## src/rtl/systick_pkg.sv

```systemverilog
package systick_pkg;
  typedef enum logic [1:0] {
    SEL_CTRL    = 2'd0,
    SEL_RELOAD  = 2'd1,
    SEL_CURRENT = 2'd2,
    SEL_CALIB   = 2'd3
  } reg_sel_e;

  localparam int unsigned FLAG_BIT = 16;

  typedef struct packed {
    logic src;     // 1: core clock, 0: reference tick
    logic int_en;
    logic en;
  } ctrl_t;
endpackage

```

## src/rtl/systick_regs.sv

```systemverilog
module systick_regs
  import systick_pkg::*;
#(
  parameter int unsigned CNT_W     = 24,
  parameter int unsigned DATA_W    = 32,
  parameter int unsigned CALIB_VAL = 10000
) (
  input  logic              clk_i,
  input  logic              rst_ni,
  input  logic              req_i,
  input  logic              we_i,
  input  logic [1:0]        addr_i,
  input  logic [DATA_W-1:0] wdata_i,
  input  logic [CNT_W-1:0]  count_i,
  input  logic              expire_i,
  output ctrl_t             ctrl_o,
  output logic              flag_o,
  output logic [CNT_W-1:0]  reload_o,
  output logic              reload_now_o,
  output logic [DATA_W-1:0] rdata_o
);
  localparam int unsigned PAD_W = DATA_W - CNT_W;

  ctrl_t             ctrl_q, ctrl_wr;
  logic              flag_q;
  logic [CNT_W-1:0]  reload_q;
  logic [DATA_W-1:0] rdata_q, rdata_d;
  logic              rd, wr_ctrl, wr_reload, wr_cur, rd_ctrl;
  logic              src_swap, fresh_start;
  logic              unused_w;

  assign rd        = req_i & ~we_i;
  assign wr_ctrl   = req_i & we_i & (addr_i == SEL_CTRL);
  assign wr_reload = req_i & we_i & (addr_i == SEL_RELOAD);
  assign wr_cur    = req_i & we_i & (addr_i == SEL_CURRENT);
  assign rd_ctrl   = rd & (addr_i == SEL_CTRL);
  assign ctrl_wr   = ctrl_t'(wdata_i[2:0]);
  assign unused_w  = ^wdata_i[DATA_W-1:CNT_W];

  // reload triggers from control writes
  assign src_swap     = wr_ctrl & ctrl_q.en & ctrl_wr.en & (ctrl_wr.src != ctrl_q.src);
  assign fresh_start  = wr_ctrl & ~ctrl_q.en & ctrl_wr.en & (count_i == '0);
  assign reload_now_o = wr_cur | src_swap | fresh_start;

  always_ff @(posedge clk_i or negedge rst_ni) begin
    if (!rst_ni) begin
      ctrl_q <= '0;
    end else if (wr_ctrl) begin
      ctrl_q <= ctrl_wr;
    end else if (expire_i && reload_q == '0) begin
      ctrl_q.en <= 1'b0;
    end
  end

  always_ff @(posedge clk_i or negedge rst_ni) begin
    if (!rst_ni) begin
      flag_q <= 1'b0;
    end else if (expire_i) begin
      flag_q <= 1'b1;
    end else if (wr_cur || rd_ctrl) begin
      flag_q <= 1'b0;
    end
  end

  always_ff @(posedge clk_i or negedge rst_ni) begin
    if (!rst_ni) begin
      reload_q <= '0;
    end else if (wr_reload) begin
      reload_q <= wdata_i[CNT_W-1:0];
    end
  end

  always_comb begin
    rdata_d = '0;
    unique case (reg_sel_e'(addr_i))
      SEL_CTRL: begin
        rdata_d[2:0]     = ctrl_q;
        rdata_d[FLAG_BIT] = flag_q;
      end
      SEL_RELOAD:  rdata_d = {{PAD_W{1'b0}}, reload_q};
      SEL_CURRENT: rdata_d = ctrl_q.en ? {{PAD_W{1'b0}}, count_i} : '0;
      SEL_CALIB:   rdata_d = DATA_W'(CALIB_VAL);
      default:     rdata_d = '0;
    endcase
  end

  always_ff @(posedge clk_i or negedge rst_ni) begin
    if (!rst_ni) begin
      rdata_q <= '0;
    end else if (rd) begin
      rdata_q <= rdata_d;
    end
  end

  assign ctrl_o   = ctrl_q;
  assign flag_o   = flag_q;
  assign reload_o = reload_q;
  assign rdata_o  = rdata_q;
endmodule

```

## src/rtl/systick_counter.sv

```systemverilog
module systick_counter
  import systick_pkg::*;
#(
  parameter int unsigned CNT_W = 24
) (
  input  logic             clk_i,
  input  logic             rst_ni,
  input  ctrl_t            ctrl_i,
  input  logic             ref_tick_i,
  input  logic [CNT_W-1:0] reload_i,
  input  logic             reload_now_i,
  output logic [CNT_W-1:0] count_o,
  output logic             expire_o,
  output logic             pend_o
);
  logic [CNT_W-1:0] count_q;
  logic             tick, step, at_zero;
  logic             pend_q;

  assign tick     = ctrl_i.src ? 1'b1 : ref_tick_i;
  assign step     = ctrl_i.en & tick & ~reload_now_i;
  assign at_zero  = (count_q == '0);
  assign expire_o = step & at_zero;

  always_ff @(posedge clk_i or negedge rst_ni) begin
    if (!rst_ni) begin
      count_q <= '0;
    end else if (reload_now_i || expire_o) begin
      count_q <= reload_i;
    end else if (step) begin
      count_q <= count_q - CNT_W'(1);
    end
  end

  always_ff @(posedge clk_i or negedge rst_ni) begin
    if (!rst_ni) pend_q <= 1'b0;
    else         pend_q <= expire_o & ctrl_i.int_en;
  end

  assign count_o = count_q;
  assign pend_o  = pend_q;
endmodule

```

## src/rtl/systick_timer.sv

```systemverilog
module systick_timer
  import systick_pkg::*;
#(
  parameter int unsigned CNT_W     = 24,
  parameter int unsigned DATA_W    = 32,
  parameter int unsigned CALIB_VAL = 10000
) (
  input  logic              clk_i,
  input  logic              rst_ni,
  input  logic              ref_tick_i,
  input  logic              req_i,
  input  logic              we_i,
  input  logic [1:0]        addr_i,
  input  logic [DATA_W-1:0] wdata_i,
  output logic [DATA_W-1:0] rdata_o,
  output logic              pend_o
);
  ctrl_t            ctrl;
  logic             flag;
  logic [CNT_W-1:0] reload;
  logic [CNT_W-1:0] count;
  logic             reload_now;
  logic             expire;

  systick_regs #(
    .CNT_W(CNT_W), .DATA_W(DATA_W), .CALIB_VAL(CALIB_VAL)
  ) u_regs (
    .clk_i        (clk_i),
    .rst_ni       (rst_ni),
    .req_i        (req_i),
    .we_i         (we_i),
    .addr_i       (addr_i),
    .wdata_i      (wdata_i),
    .count_i      (count),
    .expire_i     (expire),
    .ctrl_o       (ctrl),
    .flag_o       (flag),
    .reload_o     (reload),
    .reload_now_o (reload_now),
    .rdata_o      (rdata_o)
  );

  systick_counter #(.CNT_W(CNT_W)) u_cnt (
    .clk_i        (clk_i),
    .rst_ni       (rst_ni),
    .ctrl_i       (ctrl),
    .ref_tick_i   (ref_tick_i),
    .reload_i     (reload),
    .reload_now_i (reload_now),
    .count_o      (count),
    .expire_o     (expire),
    .pend_o       (pend_o)
  );
endmodule

```

## config.mk

```make
export PLATFORM = sky130hd
export DESIGN_NAME = systick_timer
export DESIGN_NICKNAME = d
export VERILOG_FILES = /design/src/rtl/systick_pkg.sv /design/src/rtl/systick_regs.sv /design/src/rtl/systick_counter.sv /design/src/rtl/systick_timer.sv
export SDC_FILE = /design/constraint.sdc
export NUM_CORES = 1
export LEC_CHECK = 0
export ABC_AREA = 1
export ABC_CLOCK_PERIOD_IN_PS = 1900
export BUFFER_PORTS_ARGS = -buffer_cell sky130_fd_sc_hd__buf_2
export CAP_MARGIN = 20
export CORE_MARGIN = 2
export CORE_UTILIZATION = 30
export CTS_CLUSTER_DIAMETER = 150
export DETAILED_ROUTE_END_ITERATION = 10
export GPL_TIMING_DRIVEN = 0
export PLACE_DENSITY = 0.53
export SLEW_MARGIN = 20
export SYNTH_ARGS = -nofsm -noshare
export SYNTH_HDL_FRONTEND = slang
export SYNTH_SLANG_ARGS = --single-unit
```

## constraint.sdc

```tcl
create_clock -name clk_i -period 1.9 [get_ports clk_i]
set_input_delay 0.19 -clock clk_i [delete_from_list [all_inputs] [get_ports clk_i]]
set_output_delay 0.19 -clock clk_i [all_outputs]
set_load 0.05 [all_outputs]
```

# Word level (Yosys, flattened, before mapping)
# Index checks and enable logic that the tools add are counted.
dict set report totals {
  elab_cells 55
  inputBits 39
  ff_bits 85
}
dict set report classes {
  n_reduce_logical 9
  muxes 12
  n_addsub 1
  bitwise_logic 21
  n_eq_ne 4
}
# operator n
set op_table {}
lappend op_table {{two-way mux 24 bit} 3}
lappend op_table {{zero test 24 bit} 2}
lappend op_table {{one-hot mux 13 bit (3 select lines)} 1}
lappend op_table {{one-hot mux 15 bit (2 select lines)} 1}
lappend op_table {{subtractor 24 x 1 -> 24 bit (second input constant)} 1}
lappend op_table {{AND 1 bit} 16}
lappend op_table {{one-hot mux 3 bit (4 select lines)} 1}
lappend op_table {{nonzero test 2 bit} 3}
lappend op_table {{two-way mux 1 bit} 5}
lappend op_table {{== test 2 bit (second input constant)} 2}
lappend op_table {{one-hot mux 1 bit (4 select lines)} 1}
lappend op_table {{inverter 1 bit} 3}
lappend op_table {{== test 2 x 1 -> 1 bit (second input constant)} 1}
lappend op_table {{zero test 2 bit} 1}
lappend op_table {{logical OR 1 bit} 2}
lappend op_table {{bitwise OR 1 bit} 2}
lappend op_table {{logical AND 1 bit} 1}
lappend op_table {{inequality test 1 bit} 1}

# Logic depth before layout (Yosys ltp)
# Gate-level depths: netlist of the first run.
dict set report depth {
  word_depth 13
  depth_mapped 13
}

# Hierarchy
# A second synthesis of the first run with hierarchy kept.
dict set report unflattened {
  cells_unflattened 630
  hier_area_um2 4520.6
}
# module cells_per_inst area_each_um2 n_inst
set by_module_without_submodules {}
lappend by_module_without_submodules {systick_regs 324 2621.3 1}
lappend by_module_without_submodules {systick_counter 306 1899.3 1}

# Least setup slack after synthesis of the first run
# Ideal clock, no wire load.
dict set report synth_path {
  path_kind {reg2reg}
  from {reg u_cnt.count_q[0] (netlist: u_cnt.count_o[0])}
  to {reg u_cnt.count_q[4] (netlist: u_cnt.count_o[4])}
  slack_ns 0.286
  stages_incl_launch_ff 13
  arrival_ns 1.497
  period_less_slack_ns 1.614
  required_ns 1.783
  setup_time_ns 0.117
  cell_sequence {dfrtp_1 inv_1 ha_1 inv_1 nor2_1 nand2_1 nor2_1 nand4_2 nand2_4 nor2_8 buf_2 nand2_1 nand2_1}
}
dict set report synth_between {
  elab_chain_cells 8
  word_cells_on_any_way 11
  classes_between {1 x add/sub; 2 x mux; 5 x bitwise; 3 x reduce/logical}
}
# item line
set synth_rtl {}
lappend synth_rtl {{start, declared} systick_counter.sv:16} ;# logic [CNT_W-1:0] count_q;
lappend synth_rtl {{start signal, assigned} systick_counter.sv:29} ;# count_q <= reload_i;
lappend synth_rtl {{start signal, assigned} systick_counter.sv:31} ;# count_q <= count_q - CNT_W'(1);
lappend synth_rtl {{branches (longest 8 deep; another with subtractor 24 x 1 -> 24 bit)} -}
# Parallel ways; which one is timed is not known. The select of a mux whose other input is x is not followed.
# A chain may end at the register's enable or synchronous reset.

# Final worst setup path of the first run
dict set report layout_path {
  from {reg u_cnt.count_q[1] (netlist: u_cnt.count_o[1])}
  to {reg u_cnt.count_q[18] (netlist: u_cnt.count_o[18])}
}
# Same word-level chain as after synthesis.

==> reports/qor.yml, run 1 <==
leakagePower_nw: 2.89
antenna_found_initial: 0
synth_edf_count: 0
hold_class: "primary input to flop"
io_pins: 72
rows: 44
whs_ps: 97.8
total_power_mw: 7.48
first_iter_violations: 419
avgViaCountPerCell: 4.78
yosysUniqueCellTypes: 34
finalCritPeriodShare_pct: 98.8
finalMaxSlewViolations: 0
nets: 717
worst_setup_path_end_kind: "flop"
hpwl_um: 10400
clock_path_buffers: 2
dpl.cell_count: 835
grtUsageTotal_pct: 17.1
die_y_um: 126
antenna_cells: 0
syn_area_per_cell_um2: 7.65
grt_max_degree: 40
max_slew_margin_pct: 64.6
worst_pin_slew_ps: 526
post-place-ws_ps: -232
drc: 0
cp_max_fo: 7
ys_seq_area_share_pct: 42.8
worst_clock_skew_ps: 6.54
multiInputGateArea_um2: 2220
initial_utilization_pct: 30.8
cts_sinks: 77
drt_first_pass_iters: 5
die_w_um: 126
ys_warn_count: 0
antenna_left: 0
grt_pass1_vias: 3934
syn2layout_area_growth_pct: 24.7
drv_cap: 0
grt_overflow: 0
synth_ff_type: "dfrtp_1"
cp_data_arrival_time_ps: 2160
fin_crit_ps: 1880
setup.worst_path.class: "flop to flop"
critPathLaunchType: "flop"
yosys.area.top_type_share_pct: 42.8
cts_tree: "done"
synthTopCellsByArea: "dfrtp_1 (43%), nand2_1 (15%), inv_1 (5.6%)"
die-area_um2: 16000
port_buffers: 55
cts_inserted_buffers: 9
utilization_pct: 38.4
finalSetupTns_ps: 0
yosysMostFrequentCell: "nand2_1"
fillers: 1489
gp_congestion: 0.948
yosys.area.top_type: "dfrtp_1"
peakVddDrop_v: 0.000511
regArea_um2: 1930
ys_top_cells_by_count: "nand2_1 (174), dfrtp_1 (77), inv_1 (67), nor2_1 (59), nand3_1 (36)"
grt_pass1_wl_um: 21500
outcome: "finished, final reports clean"
core_region_area_um2: 14600
cts_root_buf: "clkbuf_16"
placed_cell_area_um2: 5050
drive_above_1_share_pct: 22.9
drt_wl_total_um: 13600
wl_per_cell_um: 15.8
rsz0062_at_grt: "true"
syn-cell-area_um2: 4500
clkTransAtPathRegs_ps: 60
ys_ff_latch: 77
setup_viol: 0
fin_ws_ps: 23.0
instances_no_fill: 860
async_reset_ff_share_pct: 100
syn_inst: 588
hold_viol: 0
required_ps: 2180
cts.htree.levels: 3
vias: 4109
clock.fmax_ghz: 0.533
clock_latency_ps: 340
powerDensity_nw_per_um2: 1330
fin_area_um2: 5610
==> sequential cells by signal, summed over array words and instances, names as in the netlist <==
signal and count:
u_cnt.count_o 24, u_cnt.pend_o 1, u_regs.ctrl_o 3, u_regs.flag_o 1, u_regs.rdata_o 24, u_regs.reload_o 24
==> timing repair <==
action                                 in CTS  in global routing
setup endpoints to repair                   3                 36
cloned                                      0                  2
resized for setup                           1                 33
pin swaps                                   0                 35
setup buffers                               0                  6
hold buffers                                1                  0
endpoints found under the hold margin      38                  0
==> cell families (layout without fill, tap and decap cells) <==
family	after synthesis	count (layout)	synth area share [%]
AO/OA/AOI/OAI	74	74	9.87
adder cells (fa/ha/maj)	7	7	1.95
XOR/XNOR	18	18	3.50
AND/OR/NAND/NOR	312	312	31.5
flip-flops	77	77	42.8
buffers and inverters	99	180	10.3
other	1	8	0.0834
==> area by class of cell <==
type	count	share of cell area [%]
Timing Repair Buffer	65	7.18
Buffer	29	3.70
Sequential cell	77	34.4
Clock buffer	9	4.02
Multi-Input combinational cell	419	39.6
Tap cell	184	4.11
Clock inverter	7	2.19
Inverter	70	4.82
==> where the power goes <==
group	internal (mW)	switching [mW]
clock network	1.29	0.736
logic	1.03	1.87
registers	2.05	0.503
total	4.37	3.11
==> metal layers <==
metal / up-vias / track usage (%) / share of wire, %
met3: 13 / 1.52 / 3.5
li1: 2032 / - / -
met2: 99 / 28.5 / 49
met1: 1965 / 23.6 / 46
met4: 0 / 5.17 / 1.5
met5: - / 0 / 0
==> worst max-delay path, stage by stage (launching register included) <==
cell,delay (ps)
dfrtp_1,430
inv_2,100
ha_4,140
inv_2,30
nor2_2,80
nand2_1,70
nor2_2,180
nand4_4,150
nand2_4,160
nor2_8,80
inv_8,100
buf_8,130
nand3_2,80
nand2_1,80
==> final timing paths <==
| check | from | end | slack [ps] | depth (start not counted) |
|---|---|---|---|---|
| max in group asynchronous | rst_ni | u_cnt.count_o[18] | 930 | 3 |
| min in group asynchronous | rst_ni | u_regs.rdata_o[11] | 360 | 2 |
| max | u_cnt.count_o[1] | u_cnt.count_o[18] | 20 | 13 |
| max reg2reg | u_cnt.count_o[1] | u_cnt.count_o[18] | 20 | 13 |
| min reg2reg | u_regs.rdata_o[23] | u_regs.rdata_o[23] | 470 | 2 |
| min | wdata_i[19] | u_regs.reload_o[19] | 100 | 3 |
==> cells in the final DEF, fill, tap and decap left out, types with 5 or more instances in the layout <==
master / Yosys / final
nand4_1: 5 / 5
nand2_1: 174 / 172
dfrtp_1: 77 / 75
clkbuf_1: 10 / 8
buf_2: 4 / 56
inv_1: 67 / 64
nand3_2: 12 / 18
nand3_1: 36 / 29
o21ai_0: 19 / 19
ha_1: 7 / 6
clkbuf_16: 0 / 11
nor2_1: 59 / 53
nor2_2: 9 / 15
a22o_1: 8 / 8
inv_2: 2 / 5
xnor2_1: 6 / 6
buf_4: 9 / 17
a221oi_1: 5 / 5
xor2_1: 12 / 12
a21oi_1: 28 / 28
conb_1: 1 / 8
o22ai_1: 12 / 12
(Power assumes the default switching activity.)
==> run 2, diff against run 1 <==
--- a/config.mk
+++ b/config.mk
@@ -5,7 +5,6 @@
 export SDC_FILE = /design/constraint.sdc
 export NUM_CORES = 1
 export LEC_CHECK = 0
-export ABC_AREA = 1
 export ABC_CLOCK_PERIOD_IN_PS = 1900
 export BUFFER_PORTS_ARGS = -buffer_cell sky130_fd_sc_hd__buf_2
 export CAP_MARGIN = 20
==> reports/qor.yml, run 2 <==
rsz0062_at_grt: "true"  # unchanged
finalCritPeriodShare_pct: 113  # was 98.8%
die_w_um: 123  # was 126 um
ys_warn_count: 0  # unchanged
reg2reg_from: "u_cnt.count_o[1]"  # unchanged
die-area_um2: 15200  # was 16,000 um2
critPathMaxStageDelay_ps: 430  # about the same
hp-start: "wdata_i[17]"  # was wdata_i[19]
cts_sinks: 77  # unchanged
die_y_um: 123  # was 126 um
worst_pin_slew_ps: 634  # was 526 ps
drive_above_1_share_pct: 40.9  # was 22.9%
critPathLaunchType: "flop"  # unchanged
syn_inst: 423  # was 588
drv_cap: 0  # unchanged
setup.worst_path.class: "flop to flop"  # unchanged
rows: 43  # was 44
fin_crit_ps: 2150  # was 1880 ps
dpl.cell_count: 664  # was 835
r2r-end: "u_cnt.count_o[9]"  # was u_cnt.count_o[18]
drt_wl_total_um: 13700  # was 13,600 um
gp_congestion: 0.884  # was 0.948
yosysMostFrequentCell: "dfrtp_1"  # was nand2_1
worst_clock_skew_ps: 8.40  # was 6.54 ps
hpwl_um: 9400  # was 10,400 um
io_pins: 72  # unchanged
powerDensity_nw_per_um2: 1150  # was 1330 nW/um2
synth_ff_type: "dfrtp_1"  # unchanged
required_ps: 2130  # was 2180 ps
utilization_pct: 41.8  # was 38.4%
ys_ff_latch: 77  # unchanged
wl_per_cell_um: 19.3  # was 15.8 um
outcome: "complete, but fails checks"  # was finished, final reports clean
cts.htree.levels: 3  # unchanged
antenna_found_initial: 0  # unchanged
syn-cell-area_um2: 4280  # was 4500 um2
grtUsageTotal_pct: 18.5  # was 17.1%
core_region_area_um2: 13900  # was 14,600 um2
finalMaxSlewViolations: 0  # unchanged
clock_path_buffers: 2  # unchanged
nets: 569  # was 717
leakagePower_nw: 2.66  # was 2.89 nW
instances_no_fill: 708  # was 860
cts_root_buf: "clkbuf_16"  # unchanged
hold_class: "primary input to flop"  # unchanged
fin_ws_ps: -247  # was 23.0 ps
drc: 0  # unchanged
synth_edf_count: 0  # unchanged
antenna_left: 0  # unchanged
drt_first_pass_iters: 5  # unchanged
total_power_mw: 6.73  # was 7.48 mW
reg2reg_slack_ps: -250  # was 20 ps
first_iter_violations: 299  # was 419
peakVddDrop_v: 0.000415  # was 0.000511 V
clock.fmax_ghz: 0.466  # was 0.533 GHz
grt_pass1_vias: 3865  # was 3,934
yosys.area.top_type_share_pct: 45.0  # was 42.8%
reg2reg_depth: 8  # was 13
async_reset_ff_share_pct: 100  # unchanged
yosysUniqueCellTypes: 54  # was 34
syn2layout_area_growth_pct: 36.2  # was 24.7%
syn_area_per_cell_um2: 10.1  # was 7.65 um2
violations: "setup timing"
ys_seq_area_share_pct: 45.0  # was 42.8%
hold_path_depth: 2  # was 3
cp_data_arrival_time_ps: 2380  # was 2160 ps
vias: 3888  # was 4,109
worst_setup_path_end_kind: "flop"  # unchanged
post-place-ws_ps: -613  # was -232 ps
setup_viol: 24  # was 0
fillers: 1365  # was 1,489
antenna_cells: 0  # unchanged
yosys.area.top_type: "dfrtp_1"  # unchanged
cts_tree: "done"  # unchanged
clkTransAtPathRegs_ps: 60  # about the same
holdPathEnd: "u_regs.reload_o[17]"  # was u_regs.reload_o[19]
ys_top_cells_by_count: "dfrtp_1 (77), nand2_1 (35), o21ai_0 (29), mux2_2 (28), a22oi_1 (27)"  # was nand2_1 (174), dfrtp_1 (77), inv_1 (67), nor2_1 (59), nand3_1 (36)
grt_pass1_wl_um: 21100  # was 21,500 um
initial_utilization_pct: 30.7  # was 30.8%
synthTopCellsByArea: "dfrtp_1 (45%), mux2_2 (7.4%), a22oi_1 (4.7%)"  # was dfrtp_1 (43%), nand2_1 (15%), inv_1 (5.6%)
hold_viol: 0  # unchanged
clock_latency_ps: 350  # was 340 ps
grt_overflow: 0  # unchanged
final_cell_mix: "dfrtp_1 (72), buf_2 (55), nand2_1 (35), buf_4 (35), mux2_2 (28)"  # was nand2_1 (172), dfrtp_1 (75), inv_1 (64), buf_2 (56), nor2_1 (53)
cts_inserted_buffers: 9  # unchanged
max_slew_margin_pct: 57.7  # was 64.6%
crit_family: "compound AO/OA/AOI/OAI gates"  # was simple AND/OR/NAND/NOR gates
crit_path_top_delay_cell: "dfrtp_2"  # was dfrtp_1
grt_max_degree: 44  # was 40
port_buffers: 53  # was 55
cp_max_fo: 7  # unchanged
avgViaCountPerCell: 5.49  # was 4.78
worstPathCellList: "inv_2 > ha_4 > nor3b_4 > nand4_2 > o31a_1 > buf_6 > mux2_4 > o22a_1"  # was inv_2 > ha_4 > inv_2 > nor2_2 > nand2_1 > nor2_2 > nand4_4 > nand2_4 > nor2_8 > inv_8 > buf_8 > nand3_2 > nand2_1
final_common_cell: "dfrtp_1"  # was nand2_1
critPathBufInv: 2  # was 4
-- run 2: where the power goes --
group | internal [mW] | switching [mW]
Sequential | 2.04 | 0.683
Clock | 1.22 | 0.675
Combinational | 0.949 | 1.17
-- run 2: final cells by class --
type                    instances  area (um2)  area share [%]
multi-input cells             298        2430            41.7
flip-flops and latches         77        1930            33.2
repair buffers                 87         604            10.4
clock buffers                  12         256            4.40
plain buffers                  35         251            4.31
well taps                     180         225            3.86
clock inverters                 4        70.1            1.20
inverters                      15        58.8            1.01
-- run 2: per-stage QoR --
stage	hold WS [ps]	area, um2	setup TNS (ps)
6_report	71.1	5830	-4420
5_1_grt	61.2	5830	-6550
4_1_cts	60.3	5500	-4500
3_5_place_dp	241	4840	-18620
3_3_place_gp	424	4820	-16330
2_1_floorplan	-106	4330	-1010
-- run 2: worst max path at each step --
stage / startpoint / slack, ps / cells past startpoint / to
global placement: u_cnt.count_o[4] / -560 / 5 / u_cnt.count_o[9]
floorplan: u_cnt.count_o[0] / -80 / 8 / u_cnt.count_o[9]
global route: u_cnt.count_o[1] / -340 / 9 / u_cnt.count_o[16]
detailed placement: u_cnt.count_o[4] / -610 / 5 / u_cnt.count_o[9]
finish: u_cnt.count_o[1] / -250 / 8 / u_cnt.count_o[9]
CTS: u_cnt.count_o[6] / -230 / 8 / u_cnt.count_o[9]
-- run 2: kinds of logic (layout without fill, tap and decap cells) --
| logic type | Yosys count | count (layout) | synth area share (%) |
|---|---|---|---|
| flops | 77 | 77 | 45.0 |
| buf+inv | 55 | 153 | 6.43 |
| compound gates | 109 | 109 | 17.5 |
| other cells | 1 | 8 | 0.0876 |
| mux | 47 | 47 | 11.9 |
| xor+xnor | 1 | 1 | 0.205 |
| simple gates | 126 | 126 | 16.8 |
| fa+ha+maj | 7 | 7 | 2.05 |
-- run 2: repair_timing --
item,CTS,global route
gates cloned,1,2
hold buffers,1,0
gates resized for setup,34,63
hold endpoints to repair,42,0
pin swaps,11,17
buffers inserted,21,8
setup endpoints to repair,24,49
-- run 2: per-layer routing --
metal  global-route usage [%]  wire, um  part of all wire (%)
met5                        0         0                     0
met4                     7.46       449                   3.3
met3                     4.75       994                   7.3
met2                     28.7      6350                    46
met1                     24.4      5900                    43
-- run 2: worst register-to-register path, cell delays in order (launching register included) --
cell	delay, ps
dfrtp_2	430
inv_2	80
ha_4	110
nor3b_4	260
nand4_2	180
o31a_1	330
buf_6	160
mux2_4	300
o22a_1	200
